## src/rtl/cpubus_pkg.sv

```systemverilog
package cpubus_pkg;

    typedef enum logic [2:0] {
        SEQ_IDLE = 3'd0,
        SEQ_ADDR = 3'd1,
        SEQ_WAIT = 3'd2,
        SEQ_DONE = 3'd3,
        SEQ_LENT = 3'd4
    } seq_state_e;

    function automatic logic owns_addr(input seq_state_e s);
        return (s == SEQ_ADDR) || (s == SEQ_WAIT);
    endfunction

    function automatic logic drives_data(input seq_state_e s, input logic wr);
        return (s == SEQ_WAIT) && wr;
    endfunction

endpackage

```

## src/rtl/cpubus_req_latch.sv

```systemverilog
module cpubus_req_latch #(
    parameter int ADDR_W = 16,
    parameter int DATA_W = 32
) (
    input  logic              clk,
    input  logic              rst,
    input  logic              in_valid,
    input  logic              in_write,
    input  logic [ADDR_W-1:0] in_addr,
    input  logic [DATA_W-1:0] in_wdata,
    input  logic              release_i,
    output logic              hold_valid,
    output logic              hold_write,
    output logic [ADDR_W-1:0] hold_addr,
    output logic [DATA_W-1:0] hold_wdata
);
    logic take;
    assign take = in_valid && !hold_valid;

    always_ff @(posedge clk) begin
        if (rst) begin
            hold_valid <= 1'b0;
            hold_write <= 1'b0;
            hold_addr  <= '0;
            hold_wdata <= '0;
        end else if (release_i) begin
            hold_valid <= 1'b0;
        end else if (take) begin
            hold_valid <= 1'b1;
            hold_write <= in_write;
            hold_addr  <= in_addr;
            hold_wdata <= in_wdata;
        end
    end
endmodule

```

## src/rtl/cpubus_seq.sv

```systemverilog
module cpubus_seq
    import cpubus_pkg::*;
#(
    parameter int DATA_W = 32
) (
    input  logic              clk,
    input  logic              rst,
    input  logic              pending,
    input  logic              is_write,
    input  logic              dev_req,
    input  logic              ready_n,
    input  logic [DATA_W-1:0] bus_rdata,
    output seq_state_e        state,
    output logic [DATA_W-1:0] rdata,
    output logic              done
);
    seq_state_e nxt;

    always_comb begin
        nxt = state;
        unique case (state)
            SEQ_IDLE: begin
                if (dev_req)      nxt = SEQ_LENT;
                else if (pending) nxt = SEQ_ADDR;
            end
            SEQ_ADDR: nxt = SEQ_WAIT;
            SEQ_WAIT: if (!ready_n) nxt = SEQ_DONE;
            SEQ_DONE: nxt = SEQ_IDLE;
            SEQ_LENT: if (!dev_req) nxt = SEQ_IDLE;
            default:  nxt = SEQ_IDLE;
        endcase
    end

    always_ff @(posedge clk) begin
        if (rst) begin
            state <= SEQ_IDLE;
            rdata <= '0;
        end else begin
            state <= nxt;
            if (state == SEQ_WAIT && !ready_n && !is_write)
                rdata <= bus_rdata;
        end
    end

    assign done = (state == SEQ_DONE);
endmodule

```

## src/rtl/cpubus_drive.sv

```systemverilog
module cpubus_drive
    import cpubus_pkg::*;
#(
    parameter int ADDR_W = 16,
    parameter int DATA_W = 32
) (
    input  seq_state_e        state,
    input  logic              hold_write,
    input  logic [ADDR_W-1:0] hold_addr,
    input  logic [DATA_W-1:0] hold_wdata,
    output logic [ADDR_W-1:0] bus_addr,
    output logic              bus_addr_en,
    output logic              bus_rd_wrn,
    output logic [DATA_W-1:0] bus_wdata,
    output logic              bus_data_oe,
    output logic              grant
);
    always_comb begin
        bus_addr_en = owns_addr(state);
        bus_data_oe = drives_data(state, hold_write);
        bus_addr    = bus_addr_en ? hold_addr : '0;
        bus_rd_wrn  = bus_addr_en ? !hold_write : 1'b1;
        bus_wdata   = bus_data_oe ? hold_wdata : '0;
        grant       = (state == SEQ_LENT);
    end
endmodule

```

## src/rtl/cpubus_master.sv

```systemverilog
module cpubus_master
    import cpubus_pkg::*;
#(
    parameter int ADDR_W = 16,
    parameter int DATA_W = 32
) (
    input  logic              clk,
    input  logic              rst,
    input  logic              cpu_req_valid,
    input  logic              cpu_req_write,
    input  logic [ADDR_W-1:0] cpu_req_addr,
    input  logic [DATA_W-1:0] cpu_req_wdata,
    output logic              cpu_req_ready,
    output logic              cpu_done,
    output logic [DATA_W-1:0] cpu_rdata,
    output logic [ADDR_W-1:0] bus_addr,
    output logic              bus_addr_en,
    output logic              bus_rd_wrn,
    output logic [DATA_W-1:0] bus_wdata,
    output logic              bus_data_oe,
    input  logic [DATA_W-1:0] bus_rdata,
    input  logic              bus_ready_n,
    input  logic              dev_bus_req,
    output logic              dev_bus_grant
);
    seq_state_e        state;
    logic              hold_valid;
    logic              hold_write;
    logic [ADDR_W-1:0] hold_addr;
    logic [DATA_W-1:0] hold_wdata;

    cpubus_req_latch #(.ADDR_W(ADDR_W), .DATA_W(DATA_W)) u_latch (
        .clk        (clk),
        .rst        (rst),
        .in_valid   (cpu_req_valid),
        .in_write   (cpu_req_write),
        .in_addr    (cpu_req_addr),
        .in_wdata   (cpu_req_wdata),
        .release_i  (cpu_done),
        .hold_valid (hold_valid),
        .hold_write (hold_write),
        .hold_addr  (hold_addr),
        .hold_wdata (hold_wdata)
    );

    cpubus_seq #(.DATA_W(DATA_W)) u_seq (
        .clk       (clk),
        .rst       (rst),
        .pending   (hold_valid),
        .is_write  (hold_write),
        .dev_req   (dev_bus_req),
        .ready_n   (bus_ready_n),
        .bus_rdata (bus_rdata),
        .state     (state),
        .rdata     (cpu_rdata),
        .done      (cpu_done)
    );

    cpubus_drive #(.ADDR_W(ADDR_W), .DATA_W(DATA_W)) u_drive (
        .state       (state),
        .hold_write  (hold_write),
        .hold_addr   (hold_addr),
        .hold_wdata  (hold_wdata),
        .bus_addr    (bus_addr),
        .bus_addr_en (bus_addr_en),
        .bus_rd_wrn  (bus_rd_wrn),
        .bus_wdata   (bus_wdata),
        .bus_data_oe (bus_data_oe),
        .grant       (dev_bus_grant)
    );

    assign cpu_req_ready = !hold_valid;
endmodule

```

## config.mk

```make
export PLATFORM = sky130hd
export DESIGN_NAME = cpubus_master
export DESIGN_NICKNAME = d
export VERILOG_FILES = /design/src/rtl/cpubus_pkg.sv /design/src/rtl/cpubus_req_latch.sv /design/src/rtl/cpubus_seq.sv /design/src/rtl/cpubus_drive.sv /design/src/rtl/cpubus_master.sv
export SDC_FILE = /design/constraint.sdc
export NUM_CORES = 1
export LEC_CHECK = 0
export ABC_AREA = 1
export BUFFER_PORTS_ARGS = -buffer_cell sky130_fd_sc_hd__buf_2
export CAP_MARGIN = 20
export CELL_PAD_IN_SITES_DETAIL_PLACEMENT = 0
export CELL_PAD_IN_SITES_GLOBAL_PLACEMENT = 2
export CORE_MARGIN = 10
export CORE_UTILIZATION = 24
export CTS_CLUSTER_SIZE = 8
export DETAILED_ROUTE_END_ITERATION = 8
export PLACE_DENSITY_LB_ADDON = 0.1
export SLEW_MARGIN = 25
export SYNTH_ARGS = -nofsm -noshare
export SYNTH_HDL_FRONTEND = slang
export SYNTH_SLANG_ARGS = --single-unit
```

## constraint.sdc

```tcl
create_clock -name clk -period 1.3 [get_ports clk]
set_input_delay 0.065 -clock clk [delete_from_list [all_inputs] [get_ports clk]]
set_output_delay 0.065 -clock clk [all_outputs]
set_load 0.005 [all_outputs]
```

# == After elaboration in Yosys (flattened, before gate mapping) ==
# Cells that the tools add are included.
# totals
rom_bits,0
latchBits,0
mem_bits_rw,0
reg_bits,85
mem_count,0
in_bits,86
out_inout_bits,86
elab_cells,34
# classes
n_lt_le_gt_ge,0
bitwise_logic,1
mux,8
shifts,0
n_eq_ne,7
reduce_logical,12
multipliers,0
add_sub_neg,0
n_div,0
# ops
op,n
2-to-1 mux 32 bit,1
2-to-1 mux 16 bit,1
2-to-1 mux 3 bit,4
one-hot mux 3 bit (4 select lines),1
== test 3 x 2 -> 1 bit (second input constant),2
logical AND 1 bit,4
!= test 2 bit (second input constant),2
== test 3 x 1 -> 1 bit (second input constant),1
== test 3 bit (second input constant),1
zero test 1 bit,3
zero test 3 bit,1
!= test 3 bit (second input constant),1
AND reduction 3 bit,1
AND reduction 2 bit,1
OR reduction 2 bit,1
logical OR 1 bit,1
2-to-1 mux 1 bit,1
NOT 1 bit,1

# == Longest topological paths before layout ==
# Gate-level depths: netlist of run 1.
# depth
ltp_word,3
depth_mapped,7
depth_no_buf,6

# == Cells and area by module ==
# From an unflattened synthesis of run 1, not the netlist that was laid out.
# unflattened
hier_cells,722
hier_area_um2,4272.8
# by_module_without_submodules
module,n_inst,cells_each,seq_area_each_um2,area_per_inst_um2
cpubus_req_latch,1,316,1001.0,2040.7
cpubus_seq,1,291,700.7,1729.2
cpubus_drive,1,114,0.0,499.2
cpubus_master,1,1,0.0,3.8

# == Worst setup path before layout of run 1 ==
# No wires, ideal clock.
# synth_timing
path_kind,reg2reg
from,register u_seq.state[1]
to,register u_seq.rdata[21]
arrival_ns,1.013
path_slack_ns,0.155
path_buffers,2
setup_time_ns,0.132
required_ns,1.168
period_less_slack_ns,1.145
path_stages_with_launch,8
path_cell_list,dfxtp_1 buf_4 inv_2 nor2_4 nand2_2 buf_4 nand2_1 a21oi_1
# synth_between
elab_chain_len,3
# synth_lines
item,line,rtl
from (decl),cpubus_seq.sv:13,"output seq_state_e state,"
from (signal assigned),cpubus_seq.sv:39,state <= nxt;
== test 3 x 2 -> 1 bit,cpubus_seq.sv:40,if (state == SEQ_WAIT && !ready_n && !is_write)
logical AND 1 bit (2 in a row),cpubus_seq.sv:40,
to (signal assigned),cpubus_seq.sv:41,rdata <= bus_rdata;
to (decl),cpubus_seq.sv:14,"output logic [DATA_W-1:0] rdata,"
# Every way passes these cells.
# A chain may end at the register's enable or synchronous reset.

# == Final worst setup path of run 1 ==
# layout_timing
from,register u_seq.state[2]
to,output bus_wdata[1]
# layout_between
elab_chain_len,3
# layout_lines
item,line,rtl
== test 3 x 2 -> 1 bit,cpubus_pkg.sv:16,return (s == SEQ_WAIT) && wr;
logical AND 1 bit,cpubus_pkg.sv:16,
2-to-1 mux 32 bit,cpubus_drive.sv:23,bus_wdata = bus_data_oe ? hold_wdata : '0;
to (decl),cpubus_master.sv:19,"output logic [DATA_W-1:0] bus_wdata,"
# Every way passes these cells.

==> results.toml, run 1 <==
[grt]
grt-ovfl-total = 0
grt_max_degree = 34
grt_usage_pct = 13.1
grt_pass1_wl_um = 21500
antenna_found_initial = 0
grt_pass1_vias = 4066

[sta]
fin_crit_sh_pct = 117
setup_tns_ns = -9.42
slew_violations = 0
hold_ws_ns = 0.00320
fmax_mhz = 660
worst_pin_slew_ns = 0.288
rsz0062_at_grt = "yes"
setup_viol = 60
fin_ws_ns = -0.216
period_needed_ns = 1.52
final_hold_viol_count = 0
max-slew-margin-rel_pct = 80.8
skew_ns = 0.00356

[setup_path]
critPathLaunchType = "flip-flop"
cpMostUsedCell = "nand2_2"
crit_path_top_delay_cell = "dfxtp_2"
cp_num_buf_inv = 3
crit_chain = "inv_2 > nand2_2 > nor2_4 > nand2_2 > buf_12 > nor2_1 > buf_2"
critPathTopFamily = "buffers and inverters"
cp.required_ns = 1.24
critPathMaxStageDelay_ns = 0.34
arrival_ns = 1.45
cp-end-kind = "output pin"
worstPathMaxFanout = 33
path_class = "flip-flop to output pin"

[placement]
placed_cell_area_mm2 = 0.00477
finalWeightedCongestion = 0.749
io_buffers = 171
dp_hpwl_um = 9510

[cells_and_area]
final_area_mm2 = 0.00631
n_antenna_cell = 0
nets = 841
final_common_cell = "buf_2"
fillers = 1504
ff_latch_area_mm2 = 0.00171
syn_to_final_growth_pct = 73.8
layout-drive-gt1-share_pct = 41.2
multi_input_area_mm2 = 0.00170
mostFrequentLayoutCells = "buf_2 (168), dfxtp_1 (82), nand3_1 (79)"

[clock_network]
cts_tree = "yes"
ctsRootBufferMaster = "clkbuf_16"
path_clk_slew_ns = 0.06
clockBufferDepth = 2
cts_made_buffers = 9
clock_latency_ns = 0.34
cts_sinks = 85
h-tree-depth = 3

[status]
outcome = "complete, but fails checks"
violations = "setup timing"

[logic_synthesis]
synth_fp_nets = 583
synth.distinct_cells = 21
yosysSeqAreaShare_pct = 46.9
synth_area_mm2 = 0.00363
synthCells = 497
avgSynthCellArea_um2 = 7.30
yosysWarnings = 0
ys_ff_latch = 85

[floorplanning]
start_util_pct = 24.7
die_h_um = 143
num_rows = 44
core_area_mm2 = 0.0147
die_w_um = 143
pin_count = 172
fp.dieArea_mm2 = 0.0204

[pwr]
power_density_mw_per_mm2 = 1020
power_frac_comb_pct = 20.5
p_int_mw = 4.72
irDropWorstVdd_v = 0.000557
p_seq_share_pct = 43.8
swShare_pct = 26.5
p_leak_nw = 2.74
netSwitchingPower_mw = 1.70
p_total_mw = 6.42
power_frac_clock_pct = 35.7

[detailed_routing]
vias_per_cell = 4.42
wire_per_inst_um = 15.7
drtIter0Drc = 191
drc_errors = 0
vias = 4154
drt_wl_total_um = 14700
drtAntennaViolNets = 0
first_pass_iters = 4

[min_path]
hold_class = "input port to flip-flop"

[flow_run]
cap_violations = 0
-- Yosys cell counts --
cell type  instances  share of area (%)
a21oi_2           10                2.4
nor2_4             2               0.62
inv_2              4               0.41
a211oi_1           1               0.21
clkbuf_1           6               0.62
buf_2             17                2.3
nand2_1           75                7.8
buf_4              6                1.2
dfxtp_1           85                 47
nor3_1             1               0.14
o21ai_1            1               0.14
nand4_1            1               0.17
nor2_2             1               0.17
a21oi_1           72                9.9
inv_1             53                5.5
nor2_1            56                5.8
buf_1              5               0.52
nand2_2           12                2.1
nand3_1           84                 12
nand3_2            1               0.28
buf_6              4                1.2
-- power by group through the flow --
stage | Combinational (mW) | Sequential (mW) | Clock [mW]
after floorplan | 0.491 | 2.85 | 0
after global placement | 0.882 | 2.87 | 0
after detailed placement | 0.886 | 2.87 | 0
after CTS | 1.15 | 2.81 | 2.36
after global routing | 1.44 | 2.83 | 2.48
final | 1.32 | 2.81 | 2.29
-- final timing paths --
path / start / to / slack, ns / depth (start not counted)
setup / recovery: u_seq.state[2] / bus_wdata[1] / -0.22 / 7
hold / removal: bus_rdata[6] / u_seq.rdata[6] / 0.003 / 3
setup reg to reg: u_seq.state[2] / u_latch.hold_wdata[15] / -0.02 / 8
hold reg to reg: u_seq.rdata[5] / u_seq.rdata[5] / 0.45 / 2
-- final cells by class --
| class | instances | area share, % |
|---|---|---|
| Timing Repair Buffer | 284 | 35.0 |
| Sequential cell | 85 | 27.1 |
| Tap cell | 184 | 3.65 |
| Clock buffer | 11 | 3.85 |
| Inverter | 57 | 3.47 |
| Multi-Input combinational cell | 318 | 27.0 |
-- state kept, by name, indices dropped and copies added, names as in the netlist --
| name | flops |
|---|---|
| u_latch.hold_wdata | 32 |
| u_seq.rdata | 32 |
| u_latch.hold_valid | 1 |
| u_latch.hold_addr | 16 |
| u_seq.state | 3 |
| u_latch.hold_write | 1 |
-- layer usage --
layer  routed length (um)  GRT usage, %  vias to the layer above
met5                    0             0                        -
met1                 6840          16.5                     1926
met2                 6680          20.7                      110
met4                  254          4.78                        0
li1                     -             -                     2101
met3                  939          4.15                       17
-- cells by family after synthesis --
kind of cell,Yosys count,synth area share (%)
and+or+nand+nor,233,28.6
buffers and inverters,95,11.9
DFF,85,46.9
AOI/OAI and AO/OA,84,12.7
-- timing repair --
action | 4_1_cts | 5_1_grt
gates resized for setup | 26 | 51
buffers inserted | 7 | 9
hold endpoints to repair | 62 | 2
cloned | 2 | 10
hold buffers | 62 | 2
setup endpoints to repair | 70 | 105
pin swaps | 2 | 10
-- worst reg2reg max path, cell delays in order (launching register included) --
cell and delay [ns]:
dfxtp_2 0.34, inv_2 0.08, buf_4 0.12, nand3_4 0.10, buf_6 0.16, buf_6 0.11, clkbuf_16 0.17, nand3_1 0.08
a21oi_1 0.06
-- per-stage QoR --
stage	cells	setup slack [ns]	utilization, %
floorplan	497	0.155	-
global placement	836	-0.0169	32.4
detailed placement	836	-0.0164	32.4
CTS	918	-0.245	39.6
global route	939	-0.304	42.9
finish	939	-0.216	42.9
(Power assumes the default switching activity.)
==> run 2: changes to the inputs <==
- TNS_END_PERCENT: unset -> 50
==> results.toml, run 2 (synthesis gave the netlist of run 1 again) <==
[detailed_routing]
drc_errors = 0
drt_wl_total_um = 14000
first_pass_iters = 4
vias = 4067
drtIter0Drc = 144
wire_per_inst_um = 15.1
drtAntennaViolNets = 0
vias_per_cell = 4.40

[setup_path]
critPathTopFamily = "simple AND/OR/NAND/NOR gates"
cpMostUsedCell = "nand2_2"
worstPathMaxFanout = 33
critPathMaxStageDelay_ns = 0.33
path_class = "flip-flop to output pin"
cp_num_buf_inv = 3
arrival_ns = 1.45
cp.required_ns = 1.24
crit_path_top_delay_cell = "dfxtp_2"
cp-end-kind = "output pin"
critPathLaunchType = "flip-flop"
crit_chain = "inv_2 > nand2_2 > nor2_4 > nand2_2 > buf_12 > nor2_1 > buf_2"

[grt]
grt_max_degree = 34
grt_pass1_vias = 4063
antenna_found_initial = 0
grt-ovfl-total = 0
grt_pass1_wl_um = 21500
grt_usage_pct = 13.1

[floorplanning]
pin_count = 172
die_w_um = 143
num_rows = 44
fp.dieArea_mm2 = 0.0204
die_h_um = 143
core_area_mm2 = 0.0147
start_util_pct = 24.7

[placement]
finalWeightedCongestion = 0.749
dp_hpwl_um = 9510
placed_cell_area_mm2 = 0.00477
io_buffers = 171

[status]
violations = "hold timing, setup timing"
outcome = "complete, but fails checks"

[clock_network]
path_clk_slew_ns = 0.06
h-tree-depth = 3
cts_made_buffers = 9
clockBufferDepth = 2
cts_tree = "yes"
cts_sinks = 85
clock_latency_ns = 0.34
ctsRootBufferMaster = "clkbuf_16"

[sta]
slew_violations = 0
fin_ws_ns = -0.215
hold_ws_ns = -0.00570
final_hold_viol_count = 2
skew_ns = 0.00416
max-slew-margin-rel_pct = 81.6
fin_crit_sh_pct = 117
fmax_mhz = 660
setup_viol = 53
worst_pin_slew_ns = 0.277
setup_tns_ns = -9.14
period_needed_ns = 1.51
rsz0062_at_grt = "yes"

[min_path]
hold_class = "input port to flip-flop"

[cells_and_area]
nets = 826
n_antenna_cell = 0
syn_to_final_growth_pct = 65.9
fin_util_pct = 41.0
mostFrequentLayoutCells = "buf_2 (168), nand3_1 (82), dfxtp_1 (82)"
final_common_cell = "buf_2"
final_area_mm2 = 0.00602
biggestRegsByFlops = "u_latch.hold_wdata (32), u_seq.rdata (32), u_latch.hold_addr (16)"
layout-drive-gt1-share_pct = 39.3

[pwr]
irDropWorstVdd_v = 0.000559
power_density_mw_per_mm2 = 1050
p_leak_nw = 2.61

[flow_run]
cap_violations = 0
## run 2: per-stage QoR
stage / std cells / setup WS [ns] / hold WS (ns) / power, mW
6_report: 924 / -0.215 / -0.00570 / 6.29
5_1_grt: 924 / -0.304 / 0.000747 / 6.62
4_1_cts: 918 / -0.245 / 0.000469 / 6.32
3_5_place_dp: 836 / -0.0164 / 0.342 / 3.75
3_3_place_gp: 836 / -0.0169 / 0.338 / 3.75
2_1_floorplan: 497 / 0.155 / 0.229 / 3.34
## run 2: path summary, 6_finish.rpt
check,to,startpoint,cells past startpoint,slack [ns]
max,bus_wdata[6],u_seq.state[2],7,-0.21
min,u_latch.hold_wdata[29],cpu_req_wdata[29],3,-0.006
max reg2reg,u_latch.hold_addr[6],u_seq.state[2],8,-0.03
min reg2reg,u_seq.rdata[5],u_seq.rdata[5],2,0.45
## run 2: power breakdown
part           switching, mW  internal (mW)
registers             0.0768           2.74
logic                  0.585          0.607
clock network          0.993           1.29
## run 2: routing by layer
metal  vias up  share of wire, %  track usage, %
met5         -                 0               0
met4         0               1.6            4.78
met3        15               7.3            4.15
met2       130                46            20.7
met1      1857                45            16.5
li1       2065                 -               -
## run 2: cell type report
class,count,area (um^2)
timing repair buffer,270,1980
inverter,57,219
tap,184,230
multi-input combinational,317,1640
sequential,85,1710
clock buffer,11,243
fill,1521,8680
## run 2: worst min-delay path: cells and delay by family
| kind | cells | cell delay [ns] |
|---|---|---|
| AOI/OAI and AO/OA | 1 | 0.05 |
| buffers and inverters | 1 | 0.11 |
| and+or+nand+nor | 1 | 0.07 |
## run 2: timing repair
item                       4_1_cts  5_1_grt
setup buffers                    7        4
gates cloned                     2        2
pin swaps                        2        1
gates resized for setup         25       37
hold endpoints to repair        62        0
setup endpoints to repair       70      114
hold buffers                    62        0
==> run 3: changes to the inputs <==
- CORE_MARGIN: 10 -> unset
- GPL_TIMING_DRIVEN: unset -> 0
==> results.toml, run 3 (synthesis gave the netlist of run 1 again) <==
[status]
outcome = "complete, but fails checks"
violations = "DRC, setup timing"

[grt]
grt-ovfl-total = 0
grt_pass1_wl_um = 19700
grt_pass1_vias = 3909
grt_usage_pct = 15.9
antenna_found_initial = 0
grt_max_degree = 14

[setup_path]
path_class = "flip-flop to output pin"
worstPathMaxFanout = 10
r2r_setup_slack_ns = -0.12
cp-end-kind = "output pin"
r2r_end = "u_latch.hold_wdata[30]"
cp.required_ns = 1.24
arrival_ns = 1.51
reg2reg_depth = 8
critPathLaunchType = "flip-flop"
timing.rr.start = "u_seq.state[2]"

[cells_and_area]
nets = 861
mostFrequentLayoutCells = "buf_2 (179), nand3_1 (84), dfxtp_1 (82)"
biggestRegsByFlops = "u_latch.hold_wdata (32), u_seq.rdata (32), u_latch.hold_addr (16)"
final_common_cell = "buf_2"
n_antenna_cell = 0
syn_to_final_growth_pct = 74.5
fin_util_pct = 43.3
layout-drive-gt1-share_pct = 38.6
fillers = 1508

[sta]
slew_violations = 0
worst_pin_slew_ns = 0.754
final_hold_viol_count = 0
skew_ns = 0.00969
rsz0062_at_grt = "yes"
hold_ws_ns = 0.0161
fin_crit_sh_pct = 121
fmax_mhz = 635
setup_viol = 93
max-slew-margin-rel_pct = 49.8
period_needed_ns = 1.57
fin_ws_ns = -0.274

[pwr]
irDropWorstVdd_v = 0.000668
p_seq_share_pct = 40.2
p_leak_nw = 2.74
power_frac_comb_pct = 17.6
netSwitchingPower_mw = 1.74
power_frac_clock_pct = 42.2
swShare_pct = 24.9
power_density_mw_per_mm2 = 1100
p_int_mw = 5.26

[clock_network]
cts_sinks = 85
cts_made_buffers = 9
clockBufferDepth = 2
clock_latency_ns = 0.35
h-tree-depth = 3
path_clk_slew_ns = 0.06
cts_tree = "yes"
ctsRootBufferMaster = "clkbuf_16"

[detailed_routing]
wire_per_inst_um = 13.0
drt_wl_total_um = 12600
vias_per_cell = 4.35
first_pass_iters = 6
vias = 4198
drc_errors = 22
drtAntennaViolNets = 0
drtIter0Drc = 205

[min_path]
hold_class = "input port to flip-flop"
hp-start = "cpu_req_wdata[3]"
min_to = "u_latch.hold_wdata[3]"
min_path_cells = 3

[placement]
finalWeightedCongestion = 0.718
io_buffers = 170
dp_hpwl_um = 8400
dp_slack_ns = -0.210

[floorplanning]
fp.dieArea_mm2 = 0.0156
die_w_um = 125
die_h_um = 125
start_util_pct = 24.8
num_rows = 44
pin_count = 172
core_area_mm2 = 0.0146

[flow_run]
cap_violations = 0
## run 3: cell count changes in the layout (fill, tap and decap cells not counted), sizes merged
cell	delta
dlygate4sd3	+17
buf	+12
clkbuf	+8
bufinv	+2
clkinv	+1
## run 3: worst max-delay path, cell delays in order, from the launching register on
cell     delay [ns]
dfxtp_2        0.32
buf_6          0.12
inv_4          0.04
nor2_4         0.16
nand2_8        0.12
buf_6          0.17
nor2_2         0.10
buf_2          0.13
## run 3: how the worst max path moves through the flow
stage	cells after the start	startpoint	slack (ns)	to
after global placement	7	u_seq.state[0]	-0.23	bus_wdata[14]
after global routing	7	u_seq.state[1]	-0.37	bus_wdata[17]
final	7	u_seq.state[1]	-0.27	bus_wdata[14]
after detailed placement	7	u_seq.state[0]	-0.21	bus_wdata[14]
after CTS	8	u_seq.state[1]	-0.29	bus_addr[15]
after floorplan	7	u_seq.state[1]	0.16	u_seq.rdata[21]
## run 3: through the flow
stage          power, mW  area (um^2)  cells  TNS (ns)
2_1_floorplan       3.34         3630    497         0
6_report            7.00         6330    964    -15.81
4_1_cts             7.01         6070    957    -15.21
3_5_place_dp        3.69         4710    851     -8.82
3_3_place_gp        3.68         4710    851     -7.64
5_1_grt             7.34         6330    964    -26.60
## run 3: power by group through the flow
stage / Combinational [mW] / Sequential, mW / Clock (mW)
after floorplan: 0.491 / 2.85 / 0
after detailed placement: 0.824 / 2.87 / 0
final: 1.23 / 2.81 / 2.96
after global routing: 1.35 / 2.83 / 3.16
after global placement: 0.820 / 2.86 / 0
after CTS: 1.12 / 2.81 / 3.08
## run 3: timing repair
action,in CTS,in global routing
endpoints found under the hold margin,79,0
resized for setup,45,47
buffers inserted,11,6
setup endpoints to repair,122,132
hold buffers,79,0
pin swaps,3,4
gates cloned,1,1
## run 3: cell type report
cell class	count	area, um^2	area share [%]
plain buffers	38	288	4.54
clock buffers	13	280	4.42
clock inverters	3	65.1	1.03
inverters	57	219	3.46
multi-input cells	317	1680	26.6
flip-flops and latches	85	1710	27.0
well taps	184	230	3.63
repair buffers	267	1860	29.4
## run 3: layer usage
metal	vias up	share of wire [%]	global-route usage [%]
met5	-	0	0
met4	0	2.0	7.10
met3	21	5.6	4.41
met2	120	46	24.6
met1	1918	46	20.8
li1	2139	-	-
